--- config.mk ---
export PLATFORM = sky130hd
export DESIGN_NAME = can_psc_ctrl
export DESIGN_NICKNAME = d
export VERILOG_FILES = /design/src/rtl/can_psc_pkg.sv /design/src/rtl/can_psc_reg.sv /design/src/rtl/can_psc_div.sv /design/src/rtl/can_psc_ctrl.sv
export SDC_FILE = /design/constraint.sdc
export NUM_CORES = 1
export LEC_CHECK = 0
export CAP_MARGIN = 20
export CORE_MARGIN = 4
export CORE_UTILIZATION = 45
export DETAILED_ROUTE_END_ITERATION = 10
export DONT_BUFFER_PORTS = 1
export GPL_ROUTABILITY_DRIVEN = 0
export PLACE_DENSITY = 0.7
export SLEW_MARGIN = 10
export SYNTH_ARGS = -nofsm -noshare
export SYNTH_HDL_FRONTEND = slang
export SYNTH_SLANG_ARGS = --single-unit
--- constraint.sdc ---
create_clock -name clk -period 2.7 [get_ports clk]
set_input_delay 0.135 -clock clk [delete_from_list [all_inputs] [get_ports clk]]
set_output_delay 0.135 -clock clk [all_outputs]
set_load 0.01 [all_outputs]
--- src/rtl/can_psc_pkg.sv ---
package can_psc_pkg;
  localparam int NUM_CH   = 2;
  localparam int SEL_W    = 3;
  localparam int NIB_W    = SEL_W + 1;
  localparam int REG_W    = NUM_CH * NIB_W;
  localparam int MAX_CODE = 4;
  localparam int CNT_W    = MAX_CODE;

  // Divide code is legal only up to MAX_CODE.
  function automatic logic code_ok(input logic [SEL_W-1:0] code);
    return code <= SEL_W'(MAX_CODE);
  endfunction

  // Final count value of one period: 2^code - 1.
  function automatic logic [CNT_W-1:0] last_count(input logic [SEL_W-1:0] code);
    logic [31:0] p;
    p = (32'd1 << code) - 32'd1;
    return p[CNT_W-1:0];
  endfunction
endpackage

--- src/rtl/can_psc_reg.sv ---
module can_psc_reg
  import can_psc_pkg::*;
(
  input  logic                          clk,
  input  logic                          rst_n,
  input  logic                          wr_en,
  input  logic [REG_W-1:0]              wdata,
  input  logic                          unlock,
  input  logic [NUM_CH-1:0]             init_mode,
  input  logic [NUM_CH-1:0]             sleep_mode,
  output logic [NUM_CH-1:0][SEL_W-1:0]  div_sel,
  output logic [NUM_CH-1:0]             div_load,
  output logic [NUM_CH-1:0]             slp_q,
  output logic [REG_W-1:0]              rdata
);
  logic wr_accept;
  assign wr_accept = wr_en & unlock;

  for (genvar i = 0; i < NUM_CH; i++) begin : g_ch
    logic [SEL_W-1:0] div_q;
    logic             slp_r;
    logic [SEL_W-1:0] wr_code;
    logic             wr_slp;
    logic             div_upd;
    logic             div_rejected;
    logic             slp_set_req;
    logic             slp_set_blocked;
    logic             slp_clr;

    assign wr_code         = wdata[i*NIB_W +: SEL_W];
    assign wr_slp          = wdata[i*NIB_W + SEL_W];
    assign div_rejected    = wr_accept & (~init_mode[i] | ~code_ok(wr_code));
    assign div_upd         = wr_accept & ~div_rejected & (wr_code != div_q);
    assign slp_set_req     = wr_accept & wr_slp;
    assign slp_set_blocked = slp_set_req & ~sleep_mode[i];
    assign slp_clr         = wr_accept & ~wr_slp;

    always_ff @(posedge clk or negedge rst_n) begin
      if (!rst_n) begin
        div_q <= '0;
        slp_r <= 1'b0;
      end else begin
        if (div_upd) div_q <= wr_code;
        if (slp_clr) slp_r <= 1'b0;
        else if (slp_set_req && !slp_set_blocked) slp_r <= 1'b1;
      end
    end

    assign div_sel[i]                    = div_q;
    assign div_load[i]                   = div_upd;
    assign slp_q[i]                      = slp_r;
    assign rdata[i*NIB_W +: SEL_W]       = div_q;
    assign rdata[i*NIB_W + SEL_W]        = slp_r;
  end
endmodule

--- src/rtl/can_psc_div.sv ---
module can_psc_div
  import can_psc_pkg::*;
(
  input  logic             clk,
  input  logic             rst_n,
  input  logic [SEL_W-1:0] sel,
  input  logic             load,
  input  logic             gate,
  output logic             clk_en,
  output logic             wrap
);
  logic [CNT_W-1:0] cnt;
  logic [CNT_W-1:0] last;

  assign last = last_count(sel);
  assign wrap = (cnt >= last);

  always_ff @(posedge clk or negedge rst_n) begin
    if (!rst_n)     cnt <= '0;
    else if (load)  cnt <= '0;
    else if (wrap)  cnt <= '0;
    else            cnt <= cnt + CNT_W'(1);
  end

  assign clk_en = wrap & ~gate;
endmodule

--- src/rtl/can_psc_ctrl.sv ---
module can_psc_ctrl
  import can_psc_pkg::*;
(
  input  logic              clk,
  input  logic              rst_n,
  input  logic              bus_wr_en,
  input  logic [REG_W-1:0]  bus_wdata,
  input  logic              wr_unlock,
  input  logic [NUM_CH-1:0] ch_init_mode,
  input  logic [NUM_CH-1:0] ch_sleep_mode,
  output logic [REG_W-1:0]  reg_rdata,
  output logic [NUM_CH-1:0] can_clk_en,
  output logic [NUM_CH-1:0] if_sleep
);
  logic [NUM_CH-1:0][SEL_W-1:0] div_sel;
  logic [NUM_CH-1:0]            div_load;
  logic [NUM_CH-1:0]            slp_q;
  logic [NUM_CH-1:0]            div_wrap;

  can_psc_reg u_reg (
    .clk        (clk),
    .rst_n      (rst_n),
    .wr_en      (bus_wr_en),
    .wdata      (bus_wdata),
    .unlock     (wr_unlock),
    .init_mode  (ch_init_mode),
    .sleep_mode (ch_sleep_mode),
    .div_sel    (div_sel),
    .div_load   (div_load),
    .slp_q      (slp_q),
    .rdata      (reg_rdata)
  );

  for (genvar i = 0; i < NUM_CH; i++) begin : g_psc
    can_psc_div u_div (
      .clk    (clk),
      .rst_n  (rst_n),
      .sel    (div_sel[i]),
      .load   (div_load[i]),
      .gate   (slp_q[i]),
      .clk_en (can_clk_en[i]),
      .wrap   (div_wrap[i])
    );
  end

  assign if_sleep = slp_q;
endmodule

Word level (Yosys, flattened, before mapping)
Index checks and enable logic that the tools add are counted.

Magnitude comparators: 4. Eq/ne operators: 2. Shift operators: 2. Reduce and logical (&&, ||, !) cells: 6. Add/subtract/negate cells: 4. Bitwise gates (word level): 29. Muxes and demuxes: 8.

Operators by type and width (count): 2-to-1 mux 4 bit (4); AND 1 bit (15); NOT 1 bit (12); adder 4 x 1 -> 4 bit, second input constant (2); >= comparator 4 bit (2); left shift 1 x 3 -> 4 bit, first input constant (2); subtractor 4 x 1 -> 4 bit, second input constant (2); less-or-equal comparator 3 bit, second input constant (2); != test 3 bit (2); 2-to-1 mux 1 bit (4); nonzero test 2 bit (2); logical AND 1 bit (2); logical NOT 1 bit (2); bitwise OR 1 bit (2).

Register bits: 16. Input port bits: 16. Output and inout port bits: 12. Logic and storage cells: 61.

Depth between registers and ports, before layout
Gate-level depths: netlist of run 1.

Depth in word-level cells: 8. Mapped depth: 9. Mapped depth without buffers: 8.

By module
Synthesis of run 1 repeated with hierarchy kept, for this count alone.

Cells, all modules: 103. Area total of the unflattened synthesis: 1097.3 um2.

By module, submodules not included: can_psc_div (cells each 29, area each 300.3 um2, sequential area each 100.1 um2, instances 2); can_psc_reg (cells each 45, area each 496.7 um2, sequential area each 200.2 um2, instances 1).

Worst setup path after synthesis of run 1
Ideal clock, no wire load.

Kind: flip-flop to output port. Start point: reg u_reg.g_ch[0].div_q[0]. End point: out can_clk_en[0]. Path buffers: 1. Data arrival time: 2.130 ns. Path slack: 0.435 ns. Cell stages (with the launch flop): 7. Data required time: 2.565 ns. Cell sequence: dfrtp_1 -> or3_1 -> ha_1 -> ha_1 -> a2111o_1 -> and3b_2 -> buf_4.

Longest elaborated chain between the ends: 4.

RTL lines: start: declaration (line can_psc_reg.sv:20) `logic [SEL_W-1:0] div_q;`; start signal: assignment (line can_psc_reg.sv:43) `if (div_upd) div_q <= wr_code;`; left shift 1 x 3 -> 4 bit (line can_psc_pkg.sv:17) `p = (32'd1 << code) - 32'd1;`; subtractor 4 x 1 -> 4 bit (line can_psc_pkg.sv:17); >= comparator 4 bit (line can_psc_div.sv:16) `assign wrap = (cnt >= last);`; AND 1 bit (line can_psc_div.sv:25) `assign clk_en = wrap & ~gate;`; end: declaration (line can_psc_ctrl.sv:12) `output logic [NUM_CH-1:0] can_clk_en,`.

No other way between the ends.

Worst setup path in the final report of run 1
Start point: reg u_reg.g_ch[1].div_q[1]. End point: out can_clk_en[1].

Longest elaborated chain between the ends: 4.

RTL lines (line): start: declaration (can_psc_reg.sv:20); start signal: assignment (can_psc_reg.sv:43); left shift 1 x 3 -> 4 bit (can_psc_pkg.sv:17); subtractor 4 x 1 -> 4 bit (can_psc_pkg.sv:17); >= comparator 4 bit (can_psc_div.sv:16); AND 1 bit (can_psc_div.sv:25).

No other way between the ends.

==> out/results.ini, run 1 <==
[run_status]
status=finished, final reports clean

[clocking]
clk_root_buffer_cell=clkbuf_4
cts_buffers=3
clkTransAtPathRegs_ns=0.09
cts_tree=done
postCtsSetupRepairBufs=0
cts_max_path_buffers=2
clock_sinks=16
clock_latency_ns=0.27
ctsHtreeMaxLevel=1

[global_routing]
grt_overflow_total=0
grt_usage_pct=13.2
grt_pass1_wl_um=3530
grt_max_degree=17
grt_antenna_before_repair=0
grt_pass1_vias=817

[logic_synthesis]
netlist_area_sq_um=1080
synth_nets=129
ys_seq_area_share_pct=36.9
ys_ff_latch=16
synthCells=101
ys_types=21
ys_warn_count=0
synth.avg_cell_area_sq_um=10.7

[sta]
min_period_ns=2.57
fin_ws_ns=0.131
finalCritPeriodShare_pct=95.2
finalMaxSlewViolations=0
rsz0062_at_grt=false
holdWs_ns=0.00359
setup_tns_ns=0
slew_headroom_pct=51.6
setup-violations-final=0
clock.fmax_mhz=389
fin_skew_ns=0.000381
finalHoldViolCount=0
worst_pin_slew_ns=0.724

[power]
p_int_uw=633
swShare_pct=40.1
power.density_nw_per_um2=927
p_comb_share_pct=48.6
power_uw=1060
leakagePower_uw=0.000507
pwr-share-clk_pct=11.4
seqPwrFrac_pct=40.0
power.switching_uw=424
ir_worst_vdd_mv=0.621

[worst_setup_path]
startpoint_type=flip-flop
arrival_ns=2.43
end_kind=primary output
rr_worst_depth=5
cp_max_fo=6
reg2reg_slack_ns=0.42
r2r-end=g_psc[1].u_div.cnt[2]$_DFF_PN0_
required_ns=2.57
r2r-start=u_reg.g_ch[1].div_q[1]$_DFFE_PN0P_
setup.worst_path.class=reg -> out

[placement]
port_buffers=0
dpl.hpwl_um=1560
pre_cts_slack_ns=0.414

[drt]
viasPerCell=5.89
first_iter_violations=12
wire_per_inst_um=15.3
drcViolationCount=0
postRouteAntennaNets=0
routed_wl_um=1970
first_pass_iters=4
vias=760

[worst_hold_path]
hold_path.class=in -> reg
hold_start=bus_wdata[5]
whs_path_depth=1
hold_end=u_reg.g_ch[1].div_q[1]$_DFFE_PN0P_

[floorplan]
pin_count=28
start_util_pct=48.1
die_y_um=57.1
die_area_sq_um=3260
rows=17
core_sq_um=2250
die_w_um=57.1

[cells_and_area]
antenna_cells=0
syn_to_final_growth_pct=5.07
drive_gt1_share_pct=14.9
num-nets-final=131
fill_cells=215

[job]
drv_cap=0

-- critical path, cell delays in order, from the launching register on --
cell	delay (ns)
dfrtp_2	0.47
or3_1	0.42
ha_1	0.29
ha_1	0.28
a2111o_1	0.44
and3b_2	0.26
-- metrics by stage --
step,std cells,cell area [sq um],utilization [%]
final,129,1140,50.6
after floorplan,101,1080,-
after global placement,121,1060,47.2
after detailed placement,121,1060,47.2
after CTS,128,1130,50.0
after global routing,129,1140,50.6
-- layout make-up --
class / instances / area [sq um] / share of cell area [%]
well taps: 28 / 35.0 / 3.07
clock buffers: 3 / 22.5 / 1.98
repair buffers: 5 / 50.0 / 4.39
multi-input cells: 71 / 607 / 53.2
inverters: 6 / 22.5 / 1.98
flip-flops and latches: 16 / 403 / 35.3
-- cells in the final DEF, fill, tap and decap left out, drive strengths merged, types with 3 or more instances in the layout --
master,instances
ha,12
dlygate4sd3,5
clkbuf,3
mux2,6
nand2b,4
nor2,6
dfrtp,16
inv,6
nand2,3
a221oi,8
xnor2,10
nand3,4
o21ai,4
-- synth_stat cells --
cell	number	area, sq um
buf_4	6	45.0
and4_1	2	17.5
nand2b_4	2	27.5
xnor2_1	10	87.6
ha_1	12	150
dfrtp_1	16	400
o21ai_0	4	20.0
xor2_1	2	17.5
nand3_1	4	20.0
nor3b_1	2	15.0
nor2_1	6	22.5
buf_2	2	10.0
a2111o_1	2	22.5
a31oi_1	2	12.5
nand2b_1	2	12.5
or3_1	2	12.5
a221oi_1	8	70.1
inv_1	6	22.5
nand2_1	3	11.3
mux2_2	6	67.6
and3b_2	2	20.0
-- cell families after synthesis --
group,share of synthesized area (%)
simple gates,14.6
compound gates,11.5
flops,36.9
buf+inv,7.15
xor+xnor,9.69
fa+ha+maj,13.8
mux,6.23
-- what timing repair did --
action / in CTS / in global routing
hold endpoints to repair: 19 / 1
resized for setup: 0 / 2
setup endpoints to repair: 0 / 1
hold buffers: 4 / 1
-- state kept, by name, indices dropped and copies added (netlist names) --
register and flops:
u_reg.g_ch.slp_r 2, u_reg.g_ch.div_q 6, g_psc.u_div.cnt 8
-- power by group through the flow --
stage               combinational (uW)  sequential [uW]  clock (uW)
finish                             514              423         121
global route                       595              436         130
CTS                                517              423         123
detailed placement                 505              428           0
global placement                   473              425           0
floorplan                          458              397           0
-- per-layer routing --
metal,part of all wire [%],up-vias,global-route usage [%]
met4,0.61,0,5.30
met1,44,373,16.3
li1,-,363,-
met3,3.9,2,2.04
met5,0,-,0
met2,51,22,23.0
-- worst max-delay path by stage --
stage / startpoint / endpoint / slack, ns / cells after the start
5_1_grt: u_reg.g_ch[0].div_q[0]$_DFFE_PN0P_ / can_clk_en[0] / 0.01 / 7
4_1_cts: u_reg.g_ch[1].div_q[2]$_DFFE_PN0P_ / can_clk_en[1] / 0.1 / 5
3_3_place_gp: u_reg.g_ch[1].div_q[2]$_DFFE_PN0P_ / can_clk_en[1] / 0.44 / 5
2_1_floorplan: u_reg.g_ch[0].div_q[0]$_DFFE_PN0P_ / can_clk_en[0] / 0.44 / 6
6_report: u_reg.g_ch[1].div_q[1]$_DFFE_PN0P_ / can_clk_en[1] / 0.13 / 5
3_5_place_dp: u_reg.g_ch[1].div_q[2]$_DFFE_PN0P_ / can_clk_en[1] / 0.41 / 5
(Power assumes the default switching activity.)
==> run 2, diff against run 1 <==
Settings changed: ABC_AREA set to 1, TNS_END_PERCENT set to 30.
==> run 2 against run 1 <==
First-iteration DRC count grew 100%. Largest power group unchanged. Critical endpoint is now can_clk_en[0]. Critical path depth up 5. Wire length is 7.3% higher. Core utilization increased by 1.1 points. Global-route usage rose by 0.11 points. Worst hold slack better by 0.0080 ns.
==> out/results.ini, run 2 <==
[power]
power.density_nw_per_um2=825  ; -11%
leakagePower_uw=0.000731  ; +44%
ir_worst_vdd_mv=0.453  ; -27%
power_uw=1070  ; +0.94%

[worst_setup_path]
path_cells=inv_1 -> nand3_1 -> ha_1 -> xnor2_1 -> inv_1 -> ha_1 -> a21oi_1 -> nand2_1 -> nand2_1 -> inv_1
slowest_stage=dfrtp_1
arrival_ns=2.10  ; -0.33 ns
cp_slowest_stage_delay_ns=0.46  ; about the same
startpoint_type=flip-flop
path_common_cell=inv_1
rr_worst_depth=9  ; +4
path_delay_family=flip-flops
reg2reg_slack_ns=0.80  ; +0.38 ns
required_ns=2.57  ; about the same
cp_max_fo=5  ; -1
r2r-end=g_psc[0].u_div.cnt[2]$_DFF_PN0_
setup.worst_path.class=reg -> out
path_buf_inv=3  ; +3
r2r-start=u_reg.g_ch[0].div_q[1]$_DFFE_PN0P_
end_kind=primary output

[drt]
first_pass_iters=4  ; unchanged
routed_wl_um=2120  ; +7.3%
postRouteAntennaNets=0  ; unchanged
wire_per_inst_um=10.8  ; -30%
vias=954  ; +26%
viasPerCell=4.84  ; -18%
first_iter_violations=24  ; +12
drcViolationCount=0  ; unchanged

[sta]
fin_skew_ns=0.00192  ; +0.00154 ns
setup-violations-final=0  ; unchanged
slew_headroom_pct=52.3  ; +0.77 points
setup_tns_ns=0  ; unchanged
finalMaxSlewViolations=0  ; unchanged
finalHoldViolCount=0  ; unchanged
rsz0062_at_grt=false
clock.fmax_mhz=447  ; +15%
finalCritPeriodShare_pct=82.8  ; -12 points
worst_pin_slew_ns=0.712  ; -0.0115 ns
min_period_ns=2.23  ; -0.334 ns

[logic_synthesis]
synth.avg_cell_area_sq_um=7.38  ; -31%
synth_nets=189  ; +47%
yosysMostFrequentCell=nand2_1
synth-edff-count=0  ; unchanged
yosysTopAreaCell=dfrtp_1
synth_top_cells_by_count=40 x nand2_1, 27 x inv_1, 18 x nand3_1
synth_top_area_share_pct=33.7  ; -3.2 points
ys_types=18  ; -14%
synthCells=161  ; +59%
ys_warn_count=0  ; unchanged
netlist_area_sq_um=1190  ; +9.5%
ys_seq_area_share_pct=33.7  ; -3.2 points
async_flop_share_pct=100  ; unchanged
ys_ff_latch=16  ; unchanged
synth_area_leaders=dfrtp_1 34%, ha_1 13%, nand2_1 13%, inv_1 8.5%, nand3_1 7.6%
synth_ff_type=dfrtp_1

[floorplan]
die_y_um=59.4  ; +4.0%
start_util_pct=47.5  ; -0.62 points
pin_count=28  ; unchanged
die_area_sq_um=3520  ; +8.1%
rows=18  ; +1
core_sq_um=2500  ; +11%
die_w_um=59.4  ; +4.0%

[clocking]
ctsHtreeMaxLevel=1  ; unchanged
clock_latency_ns=0.28  ; about the same
cts_tree=done
clkTransAtPathRegs_ns=0.09  ; about the same
clk_root_buffer_cell=clkbuf_4
cts-resized-gates=0  ; unchanged
cts_buffers=3  ; unchanged
cts_max_path_buffers=2  ; unchanged
clock_sinks=16  ; unchanged

[global_routing]
grt_util_met1_pct=16.3  ; -0.059 points
grt_overflow_total=0  ; unchanged
grt_max_degree=17  ; unchanged
use_met3_pct=3.05  ; +1.0 points
grt_pass1_wl_um=3640  ; +3.1%
grt_usage_pct=13.4  ; +0.11 points
gr-usage-met2_pct=23.2  ; +0.24 points
grt.busiest_layer=met2
grt_pass1_vias=911  ; +12%
grt_antenna_before_repair=0  ; unchanged

[run_status]
status=finished, final reports clean

[placement]
placed_cells=185  ; +53%
port_buffers=0  ; unchanged
dpl.hpwl_um=1710  ; +9.6%

[cells_and_area]
final_cell_mix=40 x nand2_1, 27 x inv_1, 18 x nand3_1, 16 x dfrtp_1, 12 x ha_1
drive_gt1_share_pct=10.2  ; -4.7 points
num-nets-final=197  ; +50%
largest_reg_flops=8  ; unchanged
reg.largest.list=g_psc.u_div.cnt: 8 flops, u_reg.g_ch.div_q: 6 flops, u_reg.g_ch.slp_r: 2 flops
top_register=g_psc.u_div.cnt
fin_util_pct=51.7  ; +1.1 points
layout.cells.most_common=nand2_1
antenna_cells=0  ; unchanged
fill_cells=234  ; +8.8%
final_cell_count_no_fill=197  ; +53%
syn_to_final_growth_pct=8.85

[job]
drv_cap=0  ; unchanged

[worst_hold_path]
whs_path_depth=2  ; +1
hold_path.class=in -> reg
hold_start=bus_wdata[3]
hold_end=u_reg.g_ch[0].slp_r$_DFFE_PN0P_

==> run 2: cell types whose count changed after synthesis, sizes merged, moves of 4 or more <==
cell | before | now
xnor2 | 10 | 3
inv | 6 | 31
a21oi | 0 | 4
nand2 | 3 | 45
a221oi | 8 | 0
nand3 | 4 | 20
nand2b | 4 | 0
mux2 | 6 | 0
nor2 | 6 | 12
==> run 2: power breakdown <==
group          total [uW]  leakage, uW  switching, uW  internal, uW
Combinational         527     0.000518            301           226
Clock                 120    0.0000138           67.9          51.7
Sequential            420     0.000199            101           319
==> run 2: timing repair <==
action	CTS	global route
hold buffers	9	0
buffers inserted	0	0
endpoints found under the hold margin	24	0
==> run 2: worst reg2reg max path, cell delays in order, from the launching register on <==
cell	delay, ns
dfrtp_1	0.46
inv_1	0.12
nand3_1	0.12
ha_1	0.22
xnor2_1	0.15
inv_1	0.06
ha_1	0.18
a21oi_1	0.29
nand3_1	0.12
nor2_1	0.11
==> run 2: how the worst max path moves through the flow <==
stage	startpoint	endpoint	cells after the start
2_1_floorplan	u_reg.g_ch[0].div_q[1]$_DFFE_PN0P_	can_clk_en[0]	13
3_3_place_gp	u_reg.g_ch[0].div_q[1]$_DFFE_PN0P_	can_clk_en[0]	10
3_5_place_dp	u_reg.g_ch[0].div_q[1]$_DFFE_PN0P_	can_clk_en[0]	10
4_1_cts	u_reg.g_ch[0].div_q[1]$_DFFE_PN0P_	can_clk_en[0]	10
5_1_grt	u_reg.g_ch[0].div_q[1]$_DFFE_PN0P_	can_clk_en[0]	10
6_report	u_reg.g_ch[0].div_q[1]$_DFFE_PN0P_	can_clk_en[0]	10
==> run 2: area by class of cell <==
| class | instances | area (sq um) | area share (%) |
|---|---|---|---|
| inverters | 32 | 125 | 9.68 |
| well taps | 30 | 37.5 | 2.90 |
| repair buffers | 9 | 90.1 | 6.97 |
| multi-input cells | 107 | 617 | 47.7 |
| clock buffers | 3 | 22.5 | 1.74 |
| flip-flops and latches | 16 | 400 | 31.0 |
==> run 2: logic make-up after synthesis <==
family                     count (synthesis)  share of synthesized area [%]
adders and majority gates                 12                           12.6
DFF                                       16                           33.7
and+or+nand+nor                           79                           30.7
xor gates and xnor gates                   6                           4.43
buffers and inverters                     38                           14.3
AOI/OAI and AO/OA                         10                           4.22
==> run 2: through the flow <==
step                area, sq um  setup WS (ns)  hold WS (ns)
floorplan                  1190          0.851        -0.161
global placement           1180          0.827        -0.160
detailed placement         1180          0.774        -0.160
CTS                        1290          0.442       0.00496
global route               1290          0.271        0.0177
finish                     1290          0.465        0.0116
==> run 2: routing by layer <==
metal / vias to the layer above / part of all wire, % / wire length, um
met5: - / 0 / 0
met4: 0 / 0 / 0
met3: 0 / 6.6 / 140
met2: 20 / 52 / 1090
met1: 426 / 42 / 886
li1: 508 / - / -
==> run 3, diff against run 2 <==
Settings changed: ABC_AREA 1 to 0.
Clock period 2.7 ns to 2.2 ns, I/O delays scaled along.
==> run 3 against run 2 <==
Final cell count fell by 25%. Clock-buffer cell count rose by 1. The run now ends with negative setup slack left. Design area rose by 9.6%. Combinational power rose by 95%.
==> out/results.ini, run 3 (synthesis gave the netlist of run 1 again) <==
[worst_setup_path]
end_kind=primary output
required_ns=2.09  ; -0.48 ns
r2r-start=u_reg.g_ch[1].div_q[1]$_DFFE_PN0P_
startpoint_type=flip-flop
arrival_ns=2.22  ; +0.12 ns
rr_worst_depth=7  ; -2
cp_max_fo=2  ; -3
reg2reg_slack_ns=0.02  ; -0.78 ns
r2r-end=g_psc[1].u_div.cnt[2]$_DFF_PN0_
setup.worst_path.class=reg -> out

[worst_hold_path]
hold_end=u_reg.g_ch[1].slp_r$_DFFE_PN0P_
whs_path_depth=2  ; unchanged
hold_path.class=in -> reg
hold_start=wr_unlock

[clocking]
cts_buffers=3  ; unchanged
cts_tree=done
ctsHtreeMaxLevel=1  ; unchanged
clock_sinks=16  ; unchanged
clk_root_buffer_cell=clkbuf_4
clkTransAtPathRegs_ns=0.09  ; about the same
clock_latency_ns=0.28  ; about the same
cts_max_path_buffers=2  ; unchanged

[global_routing]
grt_usage_pct=14.9  ; +1.6 points
grt_pass1_wl_um=3800  ; +4.2%
grt_max_degree=17  ; unchanged
grt_antenna_before_repair=0  ; unchanged
grt_pass1_vias=851  ; -6.6%
grt_overflow_total=0  ; unchanged

[floorplan]
die_w_um=57.1  ; -3.8%
rows=17  ; -1
die_y_um=57.1  ; -3.8%
pin_count=28  ; unchanged
die_area_sq_um=3260  ; -7.5%
start_util_pct=48.1  ; +0.62 points
core_sq_um=2250  ; -9.8%

[cells_and_area]
drive_gt1_share_pct=35.3  ; +25 points
reg.largest.list=g_psc.u_div.cnt: 8 flops, u_reg.g_ch.div_q: 6 flops, u_reg.g_ch.slp_r: 2 flops
fill_cells=186  ; -21%
layout.cells.most_common=dfrtp_1
top_register=g_psc.u_div.cnt
final_cell_count_no_fill=147  ; -25%
final_cell_mix=13 x dfrtp_1, 11 x dlygate4sd3_1, 11 x buf_4, 8 x xnor2_1, 7 x ha_1
antenna_cells=0  ; unchanged
largest_reg_flops=8  ; unchanged
num-nets-final=148  ; -25%
syn_to_final_growth_pct=30.6

[sta]
slew_headroom_pct=54.0  ; +1.6 points
fin_ws_ns=-0.133  ; -0.599 ns
setup-violations-final=2  ; +2
finalHoldViolCount=0  ; unchanged
min_period_ns=2.33
holdWs_ns=0.00502  ; -0.00660 ns
setup_tns_ns=-0.244  ; -0.244 ns
finalMaxSlewViolations=0  ; unchanged
clock.fmax_mhz=429
fin_skew_ns=0.000989  ; -0.000931 ns
worst_pin_slew_ns=0.688  ; -0.0241 ns
finalCritPeriodShare_pct=106
rsz0062_at_grt=true

[drt]
routed_wl_um=2360  ; +12%
vias=826  ; -13%
wire_per_inst_um=16.1  ; +50%
first_pass_iters=4  ; unchanged
viasPerCell=5.62  ; +16%
drcViolationCount=0  ; unchanged
first_iter_violations=10  ; -58%
postRouteAntennaNets=0  ; unchanged

[placement]
placed_cells=127  ; -31%
port_buffers=0  ; unchanged
dpl.hpwl_um=1600  ; -6.0%

[run_status]
violations=negative setup slack
status=finished with violations

[power]
p_comb_share_pct=60.0  ; +11 points
power.density_nw_per_um2=1210  ; +47%
ir_worst_vdd_mv=0.637  ; +41%
power.switching_uw=679  ; +44%
pwr-share-clk_pct=11.2  ; about the same
p_int_uw=1040  ; +74%
leakagePower_uw=0.000621  ; -15%
swShare_pct=39.5  ; -4.6 points
seqPwrFrac_pct=28.8  ; -11 points

[job]
drv_cap=0  ; unchanged

-- run 3: power groups by stage --
stage / combinational [uW] / clock (uW) / sequential, uW
after floorplan: 562 / 0 / 490
after global placement: 667 / 0 / 484
after detailed placement: 698 / 0 / 485
after CTS: 832 / 194 / 490
after global routing: 1140 / 210 / 510
final: 1030 / 192 / 496
-- run 3: final cells by class --
| cell class | count | area [sq um] | share of cell area [%] |
|---|---|---|---|
| Clock buffer | 4 | 36.3 | 2.56 |
| Inverter | 6 | 22.5 | 1.59 |
| Multi-Input combinational cell | 71 | 726 | 51.2 |
| Sequential cell | 16 | 404 | 28.5 |
| Tap cell | 28 | 35.0 | 2.47 |
| Timing Repair Buffer | 22 | 193 | 13.6 |
-- run 3: worst max path at each step --
stage,startpoint,endpoint,slack (ns)
global route,u_reg.g_ch[1].div_q[1]$_DFFE_PN0P_,can_clk_en[1],-0.21
detailed placement,u_reg.g_ch[1].div_q[1]$_DFFE_PN0P_,g_psc[1].u_div.cnt[3]$_DFF_PN0_,0.01
floorplan,u_reg.g_ch[0].div_q[0]$_DFFE_PN0P_,can_clk_en[0],-0.03
finish,u_reg.g_ch[1].div_q[1]$_DFFE_PN0P_,can_clk_en[1],-0.13
global placement,u_reg.g_ch[0].div_q[0]$_DFFE_PN0P_,can_clk_en[0],0.06
CTS,u_reg.g_ch[1].div_q[2]$_DFFE_PN0P_,can_clk_en[1],-0.16
-- run 3: layer usage --
layer,share of wire [%],track usage [%]
met1,42,17.5
met4,2.5,5.96
met2,49,24.1
met5,0,0
met3,6.0,6.33
-- run 3: timing repair --
action / in CTS / in global routing
setup buffers: 2 / 3
gates resized for setup: 6 / 11
endpoints found under the hold margin: 24 / 1
pin swaps: 5 / 7
hold buffers: 9 / 2
setup endpoints to repair: 2 / 10
-- run 3: worst max-delay path, stage by stage (launching register included) --
cell	delay, ns
dfrtp_2	0.41
or3_4	0.40
ha_4	0.17
xnor2_2	0.14
ha_4	0.18
a2111o_1	0.37
and3b_2	0.26
-- run 3: per-stage QoR --
stage / instance area (sq um) / setup slack (ns) / util (%) / power [uW]
floorplan: 1090 / -0.0264 / - / 1050
global placement: 1110 / 0.0588 / 49.4 / 1150
detailed placement: 1110 / 0.0129 / 49.4 / 1180
CTS: 1320 / -0.156 / 58.3 / 1520
global route: 1420 / -0.213 / 62.8 / 1860
finish: 1420 / -0.133 / 62.8 / 1720
